File: src/rtl/kip_pkg.sv
// Package: shared types for the key-gated indexed register port.
// Assumes: one host strobe per cycle at most.
package kip_pkg;

    // Decoded host access: which port was touched and how.
    typedef struct packed {
        logic idx_wr;   // write to the index port
        logic idx_rd;   // read of the index port
        logic dat_wr;   // write to the data port
        logic dat_rd;   // read of the data port
    } kip_strobe_t;

endpackage

File: src/rtl/kip_decode.sv
// Module: kip_decode
// Turns the host address and strobes into per-port access strobes.
// Assumes: bus_wr and bus_rd are single-cycle and never both high.
module kip_decode
    import kip_pkg::*;
#(
    parameter int ADDR_W    = 16,
    parameter int IDX_PORT  = 16'h03D4,
    parameter int DATA_PORT = 16'h03D5
) (
    input  logic [ADDR_W-1:0] bus_addr,
    input  logic              bus_wr,
    input  logic              bus_rd,
    output kip_strobe_t       strb
);

    localparam logic [ADDR_W-1:0] IDX_A  = ADDR_W'(IDX_PORT);
    localparam logic [ADDR_W-1:0] DATA_A = ADDR_W'(DATA_PORT);

    logic hit_idx;
    logic hit_dat;

    // Compare the address against both port locations.
    always_comb begin
        hit_idx = (bus_addr == IDX_A);
        hit_dat = (bus_addr == DATA_A);
    end

    // Qualify the address matches with the strobes.
    always_comb begin
        strb.idx_wr = hit_idx & bus_wr;
        strb.idx_rd = hit_idx & bus_rd;
        strb.dat_wr = hit_dat & bus_wr;
        strb.dat_rd = hit_dat & bus_rd;
    end

endmodule

File: src/rtl/kip_index_reg.sv
// Module: kip_index_reg
// Holds the register index selected by the host; loads only on index-port writes.
// Assumes: synchronous active-low reset.
module kip_index_reg #(
    parameter int DATA_W = 8
) (
    input  logic              clk,
    input  logic              rst_n,
    input  logic              load,
    input  logic [DATA_W-1:0] din,
    output logic [DATA_W-1:0] idx
);

    // Latch a new index on load, hold it otherwise.
    always_ff @(posedge clk) begin
        if (!rst_n) begin
            idx <= '0;
        end else if (load) begin
            idx <= din;
        end
    end

endmodule

File: src/rtl/kip_lock.sv
// Module: kip_lock
// Tracks the unlock state set by data-port writes at the identification index.
// Assumes: writes elsewhere never alter the state; locked after reset.
module kip_lock #(
    parameter int DATA_W = 8,
    parameter int ID_IDX = 8'h05,
    parameter int KEY    = 8'h88
) (
    input  logic              clk,
    input  logic              rst_n,
    input  logic              dat_wr,
    input  logic [DATA_W-1:0] idx,
    input  logic [DATA_W-1:0] wdata,
    output logic              unlocked
);

    localparam logic [DATA_W-1:0] ID_V  = DATA_W'(ID_IDX);
    localparam logic [DATA_W-1:0] KEY_V = DATA_W'(KEY);

    logic id_wr;

    // Identify a data-port write aimed at the identification register.
    always_comb begin
        id_wr = dat_wr && (idx == ID_V);
    end

    // Open on the key, close on any other value written there.
    always_ff @(posedge clk) begin
        if (!rst_n) begin
            unlocked <= 1'b0;
        end else if (id_wr) begin
            unlocked <= (wdata == KEY_V);
        end
    end

endmodule

File: src/rtl/kip_bank.sv
// Module: kip_bank
// Key-gated register bank at consecutive indices from BASE_IDX; provides read value.
// Assumes: unlocked qualifies both writes and reads; reset clears all registers.
module kip_bank #(
    parameter int DATA_W   = 8,
    parameter int NUM_REGS = 2,
    parameter int BASE_IDX = 8'hA0
) (
    input  logic                           clk,
    input  logic                           rst_n,
    input  logic                           unlocked,
    input  logic                           dat_wr,
    input  logic [DATA_W-1:0]              idx,
    input  logic [DATA_W-1:0]              wdata,
    output logic [NUM_REGS-1:0][DATA_W-1:0] regs,
    output logic                           sel_hit,
    output logic [DATA_W-1:0]              sel_val
);

    logic [NUM_REGS-1:0] hit;

    for (genvar g = 0; g < NUM_REGS; g++) begin : g_reg
        localparam logic [DATA_W-1:0] REG_IDX = DATA_W'(BASE_IDX + g);

        // Decode whether the current index selects this register.
        always_comb begin
            hit[g] = (idx == REG_IDX);
        end

        // Store host data only when selected and unlocked.
        always_ff @(posedge clk) begin
            if (!rst_n) begin
                regs[g] <= '0;
            end else if (dat_wr && unlocked && hit[g]) begin
                regs[g] <= wdata;
            end
        end
    end

    // Merge the selected register into one read value, gated by the lock.
    always_comb begin
        sel_hit = |hit;
        sel_val = '0;
        for (int i = 0; i < NUM_REGS; i++) begin
            if (hit[i] && unlocked) begin
                sel_val = sel_val | regs[i];
            end
        end
    end

endmodule

File: src/rtl/keyed_index_port.sv
// Module: keyed_index_port
// Index/data port pair over a key-gated panel register bank with registered read data.
// Assumes: single-cycle strobes, never read and write in the same cycle.
module keyed_index_port
    import kip_pkg::*;
#(
    parameter int ADDR_W     = 16,
    parameter int DATA_W     = 8,
    parameter int IDX_PORT   = 16'h03D4,
    parameter int DATA_PORT  = 16'h03D5,
    parameter int ID_IDX     = 8'h05,
    parameter int KEY        = 8'h88,
    parameter int PANEL_BASE = 8'hA0
) (
    input  logic              clk,
    input  logic              rst_n,
    input  logic [ADDR_W-1:0] bus_addr,
    input  logic [DATA_W-1:0] bus_wdata,
    input  logic              bus_wr,
    input  logic              bus_rd,
    output logic [DATA_W-1:0] bus_rdata,
    output logic [DATA_W-1:0] panel_ctl0,
    output logic [DATA_W-1:0] panel_ctl1
);

    localparam int                NUM_PANEL = 2;
    localparam logic [DATA_W-1:0] ID_V      = DATA_W'(ID_IDX);

    kip_strobe_t                        strb;
    logic [DATA_W-1:0]                  cur_idx;
    logic                               unlocked;
    logic [NUM_PANEL-1:0][DATA_W-1:0]   panel_regs;
    logic                               bank_hit;
    logic [DATA_W-1:0]                  bank_val;
    logic [DATA_W-1:0]                  data_val;

    kip_decode #(
        .ADDR_W    (ADDR_W),
        .IDX_PORT  (IDX_PORT),
        .DATA_PORT (DATA_PORT)
    ) u_decode (
        .bus_addr (bus_addr),
        .bus_wr   (bus_wr),
        .bus_rd   (bus_rd),
        .strb     (strb)
    );

    kip_index_reg #(
        .DATA_W (DATA_W)
    ) u_index (
        .clk   (clk),
        .rst_n (rst_n),
        .load  (strb.idx_wr),
        .din   (bus_wdata),
        .idx   (cur_idx)
    );

    kip_lock #(
        .DATA_W (DATA_W),
        .ID_IDX (ID_IDX),
        .KEY    (KEY)
    ) u_lock (
        .clk      (clk),
        .rst_n    (rst_n),
        .dat_wr   (strb.dat_wr),
        .idx      (cur_idx),
        .wdata    (bus_wdata),
        .unlocked (unlocked)
    );

    kip_bank #(
        .DATA_W   (DATA_W),
        .NUM_REGS (NUM_PANEL),
        .BASE_IDX (PANEL_BASE)
    ) u_bank (
        .clk      (clk),
        .rst_n    (rst_n),
        .unlocked (unlocked),
        .dat_wr   (strb.dat_wr),
        .idx      (cur_idx),
        .wdata    (bus_wdata),
        .regs     (panel_regs),
        .sel_hit  (bank_hit),
        .sel_val  (bank_val)
    );

    // Pick the data-port read value: lock status, panel register, or zero.
    always_comb begin
        if (cur_idx == ID_V) begin
            data_val = {{(DATA_W-1){1'b0}}, unlocked};
        end else if (bank_hit) begin
            data_val = bank_val;
        end else begin
            data_val = '0;
        end
    end

    // Register read data for one cycle after a read strobe, zero otherwise.
    always_ff @(posedge clk) begin
        if (!rst_n) begin
            bus_rdata <= '0;
        end else if (strb.idx_rd) begin
            bus_rdata <= cur_idx;
        end else if (strb.dat_rd) begin
            bus_rdata <= data_val;
        end else begin
            bus_rdata <= '0;
        end
    end

    // Drive the panel control outputs from the bank.
    always_comb begin
        panel_ctl0 = panel_regs[0];
        panel_ctl1 = panel_regs[1];
    end

endmodule

File: config.mk
export PLATFORM = sky130hd
export DESIGN_NAME = keyed_index_port
export DESIGN_NICKNAME = d
export VERILOG_FILES = /design/src/rtl/kip_pkg.sv /design/src/rtl/kip_decode.sv /design/src/rtl/kip_index_reg.sv /design/src/rtl/kip_lock.sv /design/src/rtl/kip_bank.sv /design/src/rtl/keyed_index_port.sv
export SDC_FILE = /design/constraint.sdc
export NUM_CORES = 1
export LEC_CHECK = 0
export BUFFER_PORTS_ARGS = -buffer_cell sky130_fd_sc_hd__buf_2
export CAP_MARGIN = 20
export CELL_PAD_IN_SITES_DETAIL_PLACEMENT = 0
export CELL_PAD_IN_SITES_GLOBAL_PLACEMENT = 1
export CORE_MARGIN = 8
export CORE_UTILIZATION = 33
export CTS_CLUSTER_SIZE = 20
export DETAILED_ROUTE_END_ITERATION = 10
export PLACE_DENSITY_LB_ADDON = 0.1
export REMOVE_ABC_BUFFERS = 1
export SLEW_MARGIN = 20
export SYNTH_ARGS = -nofsm -noshare
export SYNTH_HDL_FRONTEND = slang
export SYNTH_SLANG_ARGS = --single-unit
File: constraint.sdc
create_clock -name clk -period 1.8 [get_ports clk]
set_clock_uncertainty 0.15 [all_clocks]
set_input_delay 0.27 -clock clk [delete_from_list [all_inputs] [get_ports clk]]
set_output_delay 0.27 -clock clk [all_outputs]
set_load 0.02 [all_outputs]
==> results.toml <==
[critical_path]
worstPathRequired_ps = 1810
critPathArrivalTime_ps = 1750
worstSetupStartpointType = "register"
crit_path_end_kind = "register"
regToRegSetupSlack_ps = 60
timing.rr.end = "u_bank.regs[1]"
reg2reg_from = "u_index.idx[4]"
critPathKind = "register to register"
critPathLaunch = "u_index.idx[4]"
crit_fanout = 8
r2r_cells = 4

[yosys]
ys_types = 31
yosysTopAreaCell = "dfxtp_1"
yosys_warnings = 0
synth_top_family_by_area = "simple AND/OR/NAND/NOR gates"
synth_mux_area_share_pct = 22.05
synth-compound-area-share_pct = 3.173
netlist_area_um2 = 1538
synth_xor_area_share_pct = 0
yosysSeqAreaShare_pct = 42.96
synth_top_area_share_pct = 42.96
synthTopCellsByArea = "dfxtp_1 (43%), mux2i_1 (17%), nand2_1 (8.8%)"
synth_edf_count = 0
synth_ff_type = "dfxtp_1"
netlist_instances = 158
synthAdderAreaFrac_pct = 0
synthSimpleGateAreaFrac_pct = 28.97
syn_area_per_cell_um2 = 9.732
synth-seq-cells = 33
async_flop_share_pct = 0

[detailed_routing]
firstDrtPassIters = 4
via_count = 1312
avgViaCountPerCell = 4.806
ant_nets = 0
drc_errors = 0
drtIter0Drc = 79
wl_per_cell_um = 15.60
routed_wl_um = 4259

[pwr]
power_density_nw_per_um2 = 683.5
vdd_drop_max_uv = 368.7
p_leak_nw = 0.9336

[min_path]
worstHoldStart = "bus_wdata[2]"
worstHoldPathCells = 4
hold_class = "input port to register"
min_to = "u_lock.unlocked"

[global_route]
grt_pass1_vias = 1423
grt_max_degree = 21
antenna_found_initial = 0
grt_overflow = 0
track_usage_pct = 12.30
grt_first_pass_wirelength_um = 7127

[cells_and_area]
multiInputGateArea_um2 = 839.6
fillerInstances = 483
nNetsFinal = 247
syn2layout_area_growth_pct = 30.43
fin_cells = 273
antenna_cells = 0
drive_gt1_share_pct = 40.18
design_area_um2 = 2006
seqCellArea_um2 = 663.1

[sta]
rsz0062_at_grt = "true"
hold_violations = 0
fin_crit_sh_pct = 96.50
setup_tns_ps = 0
tightestPinTransition_ps = 418.9
setup_viol = 0
fin_ws_ps = 62.99
max_freq_mhz = 575.7
final_max_slew_viol_count = 0
fin_crit_ps = 1737
max_slew_margin_pct = 71.69

[run]
maxCapViolations = 0

[floorplan]
dieWidth_um = 84.26
num_rows = 25
initial_core_util_pct = 33.44
dieArea_um2 = 7100
dieHeight_um = 84.26
io-pin-count = 52
coreArea_um2 = 4598

[clock_network]
cts_tree = "yes"
h-tree-depth = 2
numCtsBuffers = 5
cts_sinks = 33
clockBufferDepth = 2
clock_latency_ps = 280
path_clk_slew_ps = 70
cts_hold_buf = 0
root_buffer = "clkbuf_8"

[place]
place.gp.congestion = 0.7872
dpl_cell_area_um2 = 1907
place_ws_ps = -85.16
port_buffers = 51
dp.cells = 266
dp_hpwl_um = 3214

[status]
status = "complete, no violations"
==> synth_stat cells, types with 2 or more instances <==
cell type and number:
and2b_1 7, mux2i_1 26, nand2_1 36, and4bb_2 2, nor2_1 8, buf_2 2, mux2_2 7, dfxtp_1 33
nand2b_1 3, clkbuf_1 6, a21oi_1 8
==> per-layer routing <==
metal  vias up  wire length, µm  GRT usage (%)
met3         7              212          3.775
met1       608             1975          14.77
met5         -                0              0
met4         0               48          4.239
li1        661                -              -
met2        36             2023          20.13
==> layout by cell type (no fill, tap or decap), drive strengths merged <==
master	Yosys	layout
buf	3	63
nand2	36	36
dfxtp	33	33
mux2i	26	26
a21oi	8	8
nor2	8	8
and2b	8	8
mux2	7	7
clkbuf	6	7
nand2b	3	3
and4bb	3	3
nor3	3	3
nand4	3	3
nor4	2	2
nor3b	1	1
or2	1	1
and3b	1	1
and4	1	1
or4	1	1
nand3	1	1
nor4bb	1	1
nor2b	1	1
o2111ai	1	1
==> metrics by stage <==
| step | hold slack [ps] | power, mW | utilization, % |
|---|---|---|---|
| 2_1_floorplan | 265.7 | 0.7672 | - |
| 3_3_place_gp | 301.8 | 0.8231 | 41.47 |
| 3_5_place_dp | 312.9 | 0.8251 | 41.47 |
| 4_1_cts | 153.7 | 1.390 | 43.35 |
| 5_1_grt | 178.0 | 1.432 | 43.62 |
| 6_report | 152.8 | 1.371 | 43.62 |
==> cell families after synthesis <==
| kind of cell | after synthesis |
|---|---|
| simple gates | 74 |
| mux | 33 |
| flops | 33 |
| compound gates | 9 |
| buf+inv | 9 |
==> how the worst max path moves through the flow <==
stage                 endpoint  slack [ps]  cells after the start
2_1_floorplan   u_index.idx[0]        -340                      4
3_3_place_gp   u_bank.regs[12]         -80                      7
3_5_place_dp   u_bank.regs[13]         -90                      7
4_1_cts         u_bank.regs[1]           9                      4
5_1_grt         u_bank.regs[9]         -30                      6
6_report        u_bank.regs[1]          60                      4
==> sequential cells by signal, indices dropped and copies added (netlist names) <==
register / flops
u_bank.regs: 16
bus_rdata: 8
u_index.idx: 8
u_lock.unlocked: 1
==> area by class of cell <==
class / instances / area share, %
flip-flops and latches: 33 / 33.06
clock buffers: 7 / 4.304
multi-input cells: 116 / 41.86
well taps: 54 / 3.369
repair buffers: 63 / 17.40
==> what timing repair did <==
item                       CTS  global route
buffers inserted             0             0
setup endpoints to repair    0            16
resized for setup            0             4
==> power breakdown <==
part	switching (mW)	leakage (nW)	internal [mW]
combinational	0.0414	0.623	0.0362
sequential	0.00000151	0.267	0.730
clock	0.260	0.0443	0.303
total	0.301	0.934	1.07
==> worst max-delay path: stages (launching register included) <==
cell and delay [ps]:
dfxtp_2 330, nor3_4 220, nand4_2 130, or4_4 620, mux2i_1 160
Note: power is estimated with default switching activity, not from simulation.
